File: config.mk
export PLATFORM = sky130hd
export DESIGN_NAME = rf_pulse_sequencer
export DESIGN_NICKNAME = d
export VERILOG_FILES = /design/src/rtl/rfseq_pkg.sv /design/src/rtl/gate_sync.sv /design/src/rtl/wake_timer.sv /design/src/rtl/hs_monitor.sv /design/src/rtl/rf_pulse_sequencer.sv
export SDC_FILE = /design/constraint.sdc
export NUM_CORES = 1
export LEC_CHECK = 0
export BUFFER_PORTS_ARGS = -buffer_cell sky130_fd_sc_hd__buf_2
export CAP_MARGIN = 10
export CORE_UTILIZATION = 51
export DETAILED_ROUTE_END_ITERATION = 8
export GPL_TIMING_DRIVEN = 1
export PLACE_DENSITY_LB_ADDON = 0.1
export SYNTH_ARGS = -nofsm -noshare
export SYNTH_HDL_FRONTEND = slang
export SYNTH_HIERARCHICAL = 1
export SYNTH_SLANG_ARGS = --single-unit
File: constraint.sdc
create_clock -name clk_i -period 2.6 [get_ports clk_i]
set_input_delay 0.65 -clock clk_i [delete_from_list [all_inputs] [get_ports clk_i]]
set_output_delay 0.65 -clock clk_i [all_outputs]
set_load 0.01 [all_outputs]
File: src/rtl/rfseq_pkg.sv
package rfseq_pkg;
  typedef enum logic [2:0] {
    ST_IDLE   = 3'd0,
    ST_WAKE   = 3'd1,
    ST_ARMED  = 3'd2,
    ST_ACTIVE = 3'd3,
    ST_DONE   = 3'd4
  } seq_state_e;
endpackage

File: src/rtl/gate_sync.sv
module gate_sync #(
  parameter int unsigned STAGES = 2
) (
  input  logic clk_i,
  input  logic rst_ni,
  input  logic in_i,
  output logic rise_o,
  output logic fall_o
);
  localparam int unsigned DEPTH = STAGES + 1;

  logic [DEPTH-1:0] sh_q;

  always_ff @(posedge clk_i or negedge rst_ni) begin
    if (!rst_ni) sh_q <= '0;
    else         sh_q <= {sh_q[DEPTH-2:0], in_i};
  end

  // last stage holds the previous synchronized level
  assign rise_o =  sh_q[STAGES-1] & ~sh_q[STAGES];
  assign fall_o = ~sh_q[STAGES-1] &  sh_q[STAGES];
endmodule

File: src/rtl/wake_timer.sv
module wake_timer #(
  parameter int unsigned CYCLES = 1600
) (
  input  logic clk_i,
  input  logic rst_ni,
  input  logic start_i,
  input  logic stop_i,
  output logic ready_o
);
  localparam int unsigned CW = $clog2(CYCLES + 1);
  localparam logic [CW-1:0] LOAD = CW'(CYCLES);

  logic [CW-1:0] cnt_q;
  logic          awake_q;

  always_ff @(posedge clk_i or negedge rst_ni) begin
    if (!rst_ni) begin
      cnt_q   <= '0;
      awake_q <= 1'b0;
    end else if (start_i) begin
      cnt_q   <= LOAD;
      awake_q <= 1'b1;
    end else if (stop_i) begin
      cnt_q   <= '0;
      awake_q <= 1'b0;
    end else if (awake_q && cnt_q != '0) begin
      cnt_q <= cnt_q - 1'b1;
    end
  end

  assign ready_o = awake_q && (cnt_q == '0);
endmodule

File: src/rtl/hs_monitor.sv
module hs_monitor (
  input  logic clk_i,
  input  logic rst_ni,
  input  logic pulse_start_i,
  input  logic pulse_end_i,
  input  logic irq_ack_i,
  input  logic hs_clr_i,
  input  logic err_clr_i,
  output logic irq_o,
  output logic flag_o,
  output logic err_o
);
  logic irq_q, flag_q, err_q;

  always_ff @(posedge clk_i or negedge rst_ni) begin
    if (!rst_ni) begin
      irq_q  <= 1'b0;
      flag_q <= 1'b0;
      err_q  <= 1'b0;
    end else begin
      if (pulse_end_i)    irq_q <= 1'b1;
      else if (irq_ack_i) irq_q <= 1'b0;

      if (pulse_end_i)   flag_q <= 1'b1;
      else if (hs_clr_i) flag_q <= 1'b0;

      // set wins over clear so a miss is never lost
      if (pulse_start_i && flag_q) err_q <= 1'b1;
      else if (err_clr_i)          err_q <= 1'b0;
    end
  end

  assign irq_o  = irq_q;
  assign flag_o = flag_q;
  assign err_o  = err_q;
endmodule

File: src/rtl/rf_pulse_sequencer.sv
module rf_pulse_sequencer
  import rfseq_pkg::*;
#(
  parameter int unsigned WAKE_CYCLES = 1600,
  parameter int unsigned SYNC_STAGES = 2
) (
  input  logic clk_i,
  input  logic rst_ni,
  input  logic gate_i,
  input  logic pretrig_en_i,
  input  logic pretrig_i,
  input  logic irq_ack_i,
  input  logic hs_clr_i,
  input  logic err_clr_i,
  output logic adc_sleep_o,
  output logic capture_en_o,
  output logic sample_valid_o,
  output logic drive_en_o,
  output logic fb_en_o,
  output logic coef_load_en_o,
  output logic irq_o,
  output logic hs_flag_o,
  output logic hs_err_o
);
  seq_state_e st_q, st_d;
  logic gate_rise, gate_fall;
  logic wake_start, pulse_start, pulse_end;
  logic ready, asleep, active;

  gate_sync #(.STAGES(SYNC_STAGES)) u_sync (
    .clk_i  (clk_i),
    .rst_ni (rst_ni),
    .in_i   (gate_i),
    .rise_o (gate_rise),
    .fall_o (gate_fall)
  );

  wake_timer #(.CYCLES(WAKE_CYCLES)) u_wake (
    .clk_i   (clk_i),
    .rst_ni  (rst_ni),
    .start_i (wake_start),
    .stop_i  (asleep),
    .ready_o (ready)
  );

  hs_monitor u_hs (
    .clk_i         (clk_i),
    .rst_ni        (rst_ni),
    .pulse_start_i (pulse_start),
    .pulse_end_i   (pulse_end),
    .irq_ack_i     (irq_ack_i),
    .hs_clr_i      (hs_clr_i),
    .err_clr_i     (err_clr_i),
    .irq_o         (irq_o),
    .flag_o        (hs_flag_o),
    .err_o         (hs_err_o)
  );

  always_comb begin
    st_d        = st_q;
    wake_start  = 1'b0;
    pulse_start = 1'b0;
    pulse_end   = 1'b0;
    unique case (st_q)
      ST_IDLE, ST_DONE: begin
        if (gate_rise) begin
          // no pre-trigger seen: wake on the gate edge itself
          st_d        = ST_ACTIVE;
          wake_start  = 1'b1;
          pulse_start = 1'b1;
        end else if (pretrig_en_i && pretrig_i) begin
          st_d       = ST_WAKE;
          wake_start = 1'b1;
        end else if (st_q == ST_DONE && !hs_flag_o) begin
          st_d = ST_IDLE;
        end
      end
      ST_WAKE: begin
        if (gate_rise) begin
          st_d        = ST_ACTIVE;
          pulse_start = 1'b1;
        end else if (ready) begin
          st_d = ST_ARMED;
        end
      end
      ST_ARMED: begin
        if (gate_rise) begin
          st_d        = ST_ACTIVE;
          pulse_start = 1'b1;
        end
      end
      ST_ACTIVE: begin
        if (gate_fall) begin
          st_d      = ST_DONE;
          pulse_end = 1'b1;
        end
      end
      default: st_d = ST_IDLE;
    endcase
  end

  always_ff @(posedge clk_i or negedge rst_ni) begin
    if (!rst_ni) st_q <= ST_IDLE;
    else         st_q <= st_d;
  end

  assign asleep         = (st_q == ST_IDLE) || (st_q == ST_DONE);
  assign active         = (st_q == ST_ACTIVE);
  assign adc_sleep_o    = asleep;
  assign coef_load_en_o = asleep;
  assign capture_en_o   = active;
  assign sample_valid_o = active && ready;
  // raw gate: drive is cut without waiting for the synchronizer
  assign drive_en_o     = active && gate_i;
  assign fb_en_o        = sample_valid_o && drive_en_o;
endmodule

==> flow_metrics.env <==
export IMPL_drtAntennaViolNets=0
export IMPL_finalHoldViolations=0
export IMPL_route_met2_wl_um=960
export IMPL_grt_pass1_wl_um=3590
export IMPL_worstRegToRegCells=5
export IMPL_hpwl_um=1610
export IMPL_r2r_start="st_q[0]"
export IMPL_cp_arrival_ns=1.77
export IMPL_irDropWorstVdd_mv=0.655
export IMPL_drive_gt1_share_pct=27.5
export IMPL_cts_tree="built"
export IMPL_power_leakage_nw=0.613
export IMPL_clk_pin_slew_worst_paths_ns=0.10
export IMPL_yosysSeqAreaShare_pct=48.5
export IMPL_synth_area_per_cell_um2=9.76
export IMPL_syn_area_mm2=0.00108
export IMPL_grt_pass1_vias=840
export IMPL_end_kind="output port"
export IMPL_synth_seq_cells=21
export IMPL_reg2reg_slack_ns=0.73
export IMPL_synth_ff_type="dfrtp_1"
export IMPL_maxCapViolations=0
export IMPL_first_pass_iters=4
export IMPL_drc=0
export IMPL_die_w_um=48.1
export IMPL_endpoint="fb_en_o"
export IMPL_fp_coreArea_mm2=0.00198
export IMPL_p_per_area_mw_per_mm2=1090
export IMPL_cts_sinks=21
export IMPL_overflow=0
export IMPL_synthTopCellsByCount="21 x dfrtp_1, 11 x nor2_1, 9 x a21oi_1"
export IMPL_via_per_inst=5.75
export IMPL_async_flop_share_pct=100
export IMPL_gp_congestion=0.834
export IMPL_worstMarginPinSlew_ns=0.557
export IMPL_syn_inst=111
export IMPL_holdCritPathClass="primary input to asynchronous set/reset pin"
export IMPL_synth_area_leaders="dfrtp_1 48%, a21oi_1 4.2%, nor2_1 3.8%"
export IMPL_holdBufCountCts=0
export IMPL_die_h_um=48.1
export IMPL_nFillCells=167
export IMPL_fp_dieArea_mm2=0.00231
export IMPL_top_layer="met4"
export IMPL_rsz0062_at_grt="false"
export IMPL_r2r_end="u_wake/cnt_q[6]"
export IMPL_fin_crit_sh_pct=93.0
export IMPL_diodes=0
export IMPL_finalCriticalPeriod_ns=2.42
export IMPL_synth_edf_count=0
export IMPL_start_util_pct=54.7
export IMPL_first_iter_violations=10
export IMPL_grtUsageTotal_pct=23.2
export IMPL_cts_made_buffers=3
export IMPL_met3WireLength_um=102
export IMPL_rows=16
export IMPL_crit_fanout=6
export IMPL_setup_violations_final=0
export IMPL_yosysWarnings=6
export IMPL_cp_required_ns=1.95
export IMPL_io_pins=17
export IMPL_grt_max_degree=22
export IMPL_final_util_pct=62.4
export IMPL_fmax_mhz=413
export IMPL_wl_met1_um=1110
export IMPL_tns_ns=0
export IMPL_syn_nets=120
export IMPL_cts_root_buf="clkbuf_4"
export IMPL_area_growth_pct=14.1
export IMPL_drt_wirelength_per_cell_um=13.9
export IMPL_crit_type="flop to output port"
export IMPL_finalNetCount=141
export IMPL_totalWireLength_um=2200
export IMPL_vias=908
export IMPL_start_kind="flop"
export IMPL_drv_slew=0
export IMPL_slew_limit_headroom_pct=62.8
export IMPL_antenna_found_initial=0
export IMPL_startpoint="u_wake/cnt_q[0]"
export IMPL_netlist_area_leader_share_pct=48.5
export IMPL_skew_ns=0.00450
export IMPL_cts_setup_buffers=0
export IMPL_finalPower_w=0.00135
export IMPL_status="finished, final reports clean"
export IMPL_synth_top_area_cell="dfrtp_1"
export IMPL_synth_most_common_cell="dfrtp_1"
export IMPL_cts_buffer_depth=2
export IMPL_port_buffers=16
export IMPL_clock_latency_ns=0.29
export IMPL_htree_levels=1
export IMPL_synth_cell_types=42
[sequential cells by signal (all words and copies together), names as in the netlist]
| signal | flops |
|---|---|
| u_wake/cnt_q | 11 |
| u_wake/awake_q | 1 |
| u_hs/err_o | 1 |
| u_hs/irq_o | 1 |
| st_q | 3 |
| u_sync/sh_q | 3 |
| u_hs/flag_o | 1 |
[stage by stage]
stage,instances,hold WS [ns],setup WS (ns),cell area (um^2)
after floorplan,111,0.331,0.533,1080
after global placement,154,0.340,0.542,1200
after detailed placement,154,0.340,0.473,1200
after CTS,158,0.290,0.116,1230
after global routing,158,0.305,0.0473,1240
final,158,0.291,0.181,1240
[worst min path at each step]
stage | start | end | cells past startpoint
2_1_floorplan | u_sync/sh_q[0] | u_sync/sh_q[1] | 0
3_3_place_gp | u_sync/sh_q[0] | u_sync/sh_q[1] | 0
3_5_place_dp | u_sync/sh_q[0] | u_sync/sh_q[1] | 0
4_1_cts | rst_ni | u_hs/err_o | 1
5_1_grt | rst_ni | u_hs/err_o | 1
6_report | rst_ni | u_wake/cnt_q[10] | 1
[routing by layer]
layer,up-vias,GRT usage [%]
li1,445,-
met1,437,30.3
met2,22,35.7
met3,4,8.89
met4,0,7.78
met5,-,0
[timing repair]
| item | in CTS | in global routing |
|---|---|---|
| resized for setup | 0 | 2 |
| setup endpoints to repair | 0 | 2 |
| endpoints found under the hold margin | 0 | 0 |
[final cells by class]
class	count	area (um^2)	area share [%]
flip-flops and latches	21	526	42.5
multi-input cells	80	526	42.5
repair buffers	18	95.1	7.69
well taps	27	33.8	2.73
inverters	8	30.0	2.43
clock buffers	4	26.3	2.13
[report_power, final]
| part | leakage (nW) | internal, W | switching, W |
|---|---|---|---|
| registers | 0.264 | 0.000433 | 0.000131 |
| logic | 0.334 | 0.000305 | 0.000333 |
| clock network | 0.0150 | 0.0000597 | 0.0000866 |
| total | 0.613 | 0.000798 | 0.000551 |
[logic make-up (layout without fill, tap and decap cells)]
| family | after synthesis | after routing | synth area share, % |
|---|---|---|---|
| and+or+nand+nor | 48 | 48 | 26.3 |
| adders and majority gates | 1 | 1 | 1.15 |
| buffers and inverters | 10 | 30 | 3.81 |
| DFF | 21 | 21 | 48.5 |
| muxes | 1 | 1 | 0.924 |
| AOI/OAI and AO/OA | 28 | 28 | 17.7 |
| xor gates and xnor gates | 2 | 2 | 1.62 |
[worst max-delay path, cell delays in order (launching register included)]
cell       delay [ns]
dfrtp_1          0.42
inv_1            0.07
ha_1             0.17
nand4bb_1        0.24
nor2_2           0.26
and3_2           0.20
buf_2            0.12
[cells in the final DEF, fill, tap and decap left out, types with 2 or more instances in the layout]
| master | n |
|---|---|
| or3_1 | 3 |
| nand2_1 | 7 |
| a31oi_1 | 3 |
| buf_2 | 16 |
| or2_2 | 2 |
| nor2_1 | 10 |
| a211oi_1 | 3 |
| xnor2_1 | 2 |
| and2_2 | 2 |
| nor3_1 | 3 |
| a31o_2 | 2 |
| dfrtp_1 | 21 |
| buf_4 | 2 |
| inv_1 | 8 |
| clkbuf_4 | 3 |
| a21o_1 | 3 |
| a21oi_1 | 9 |
| nand3_1 | 3 |
| and3_1 | 2 |
Note: power is estimated with default switching activity, not from simulation.
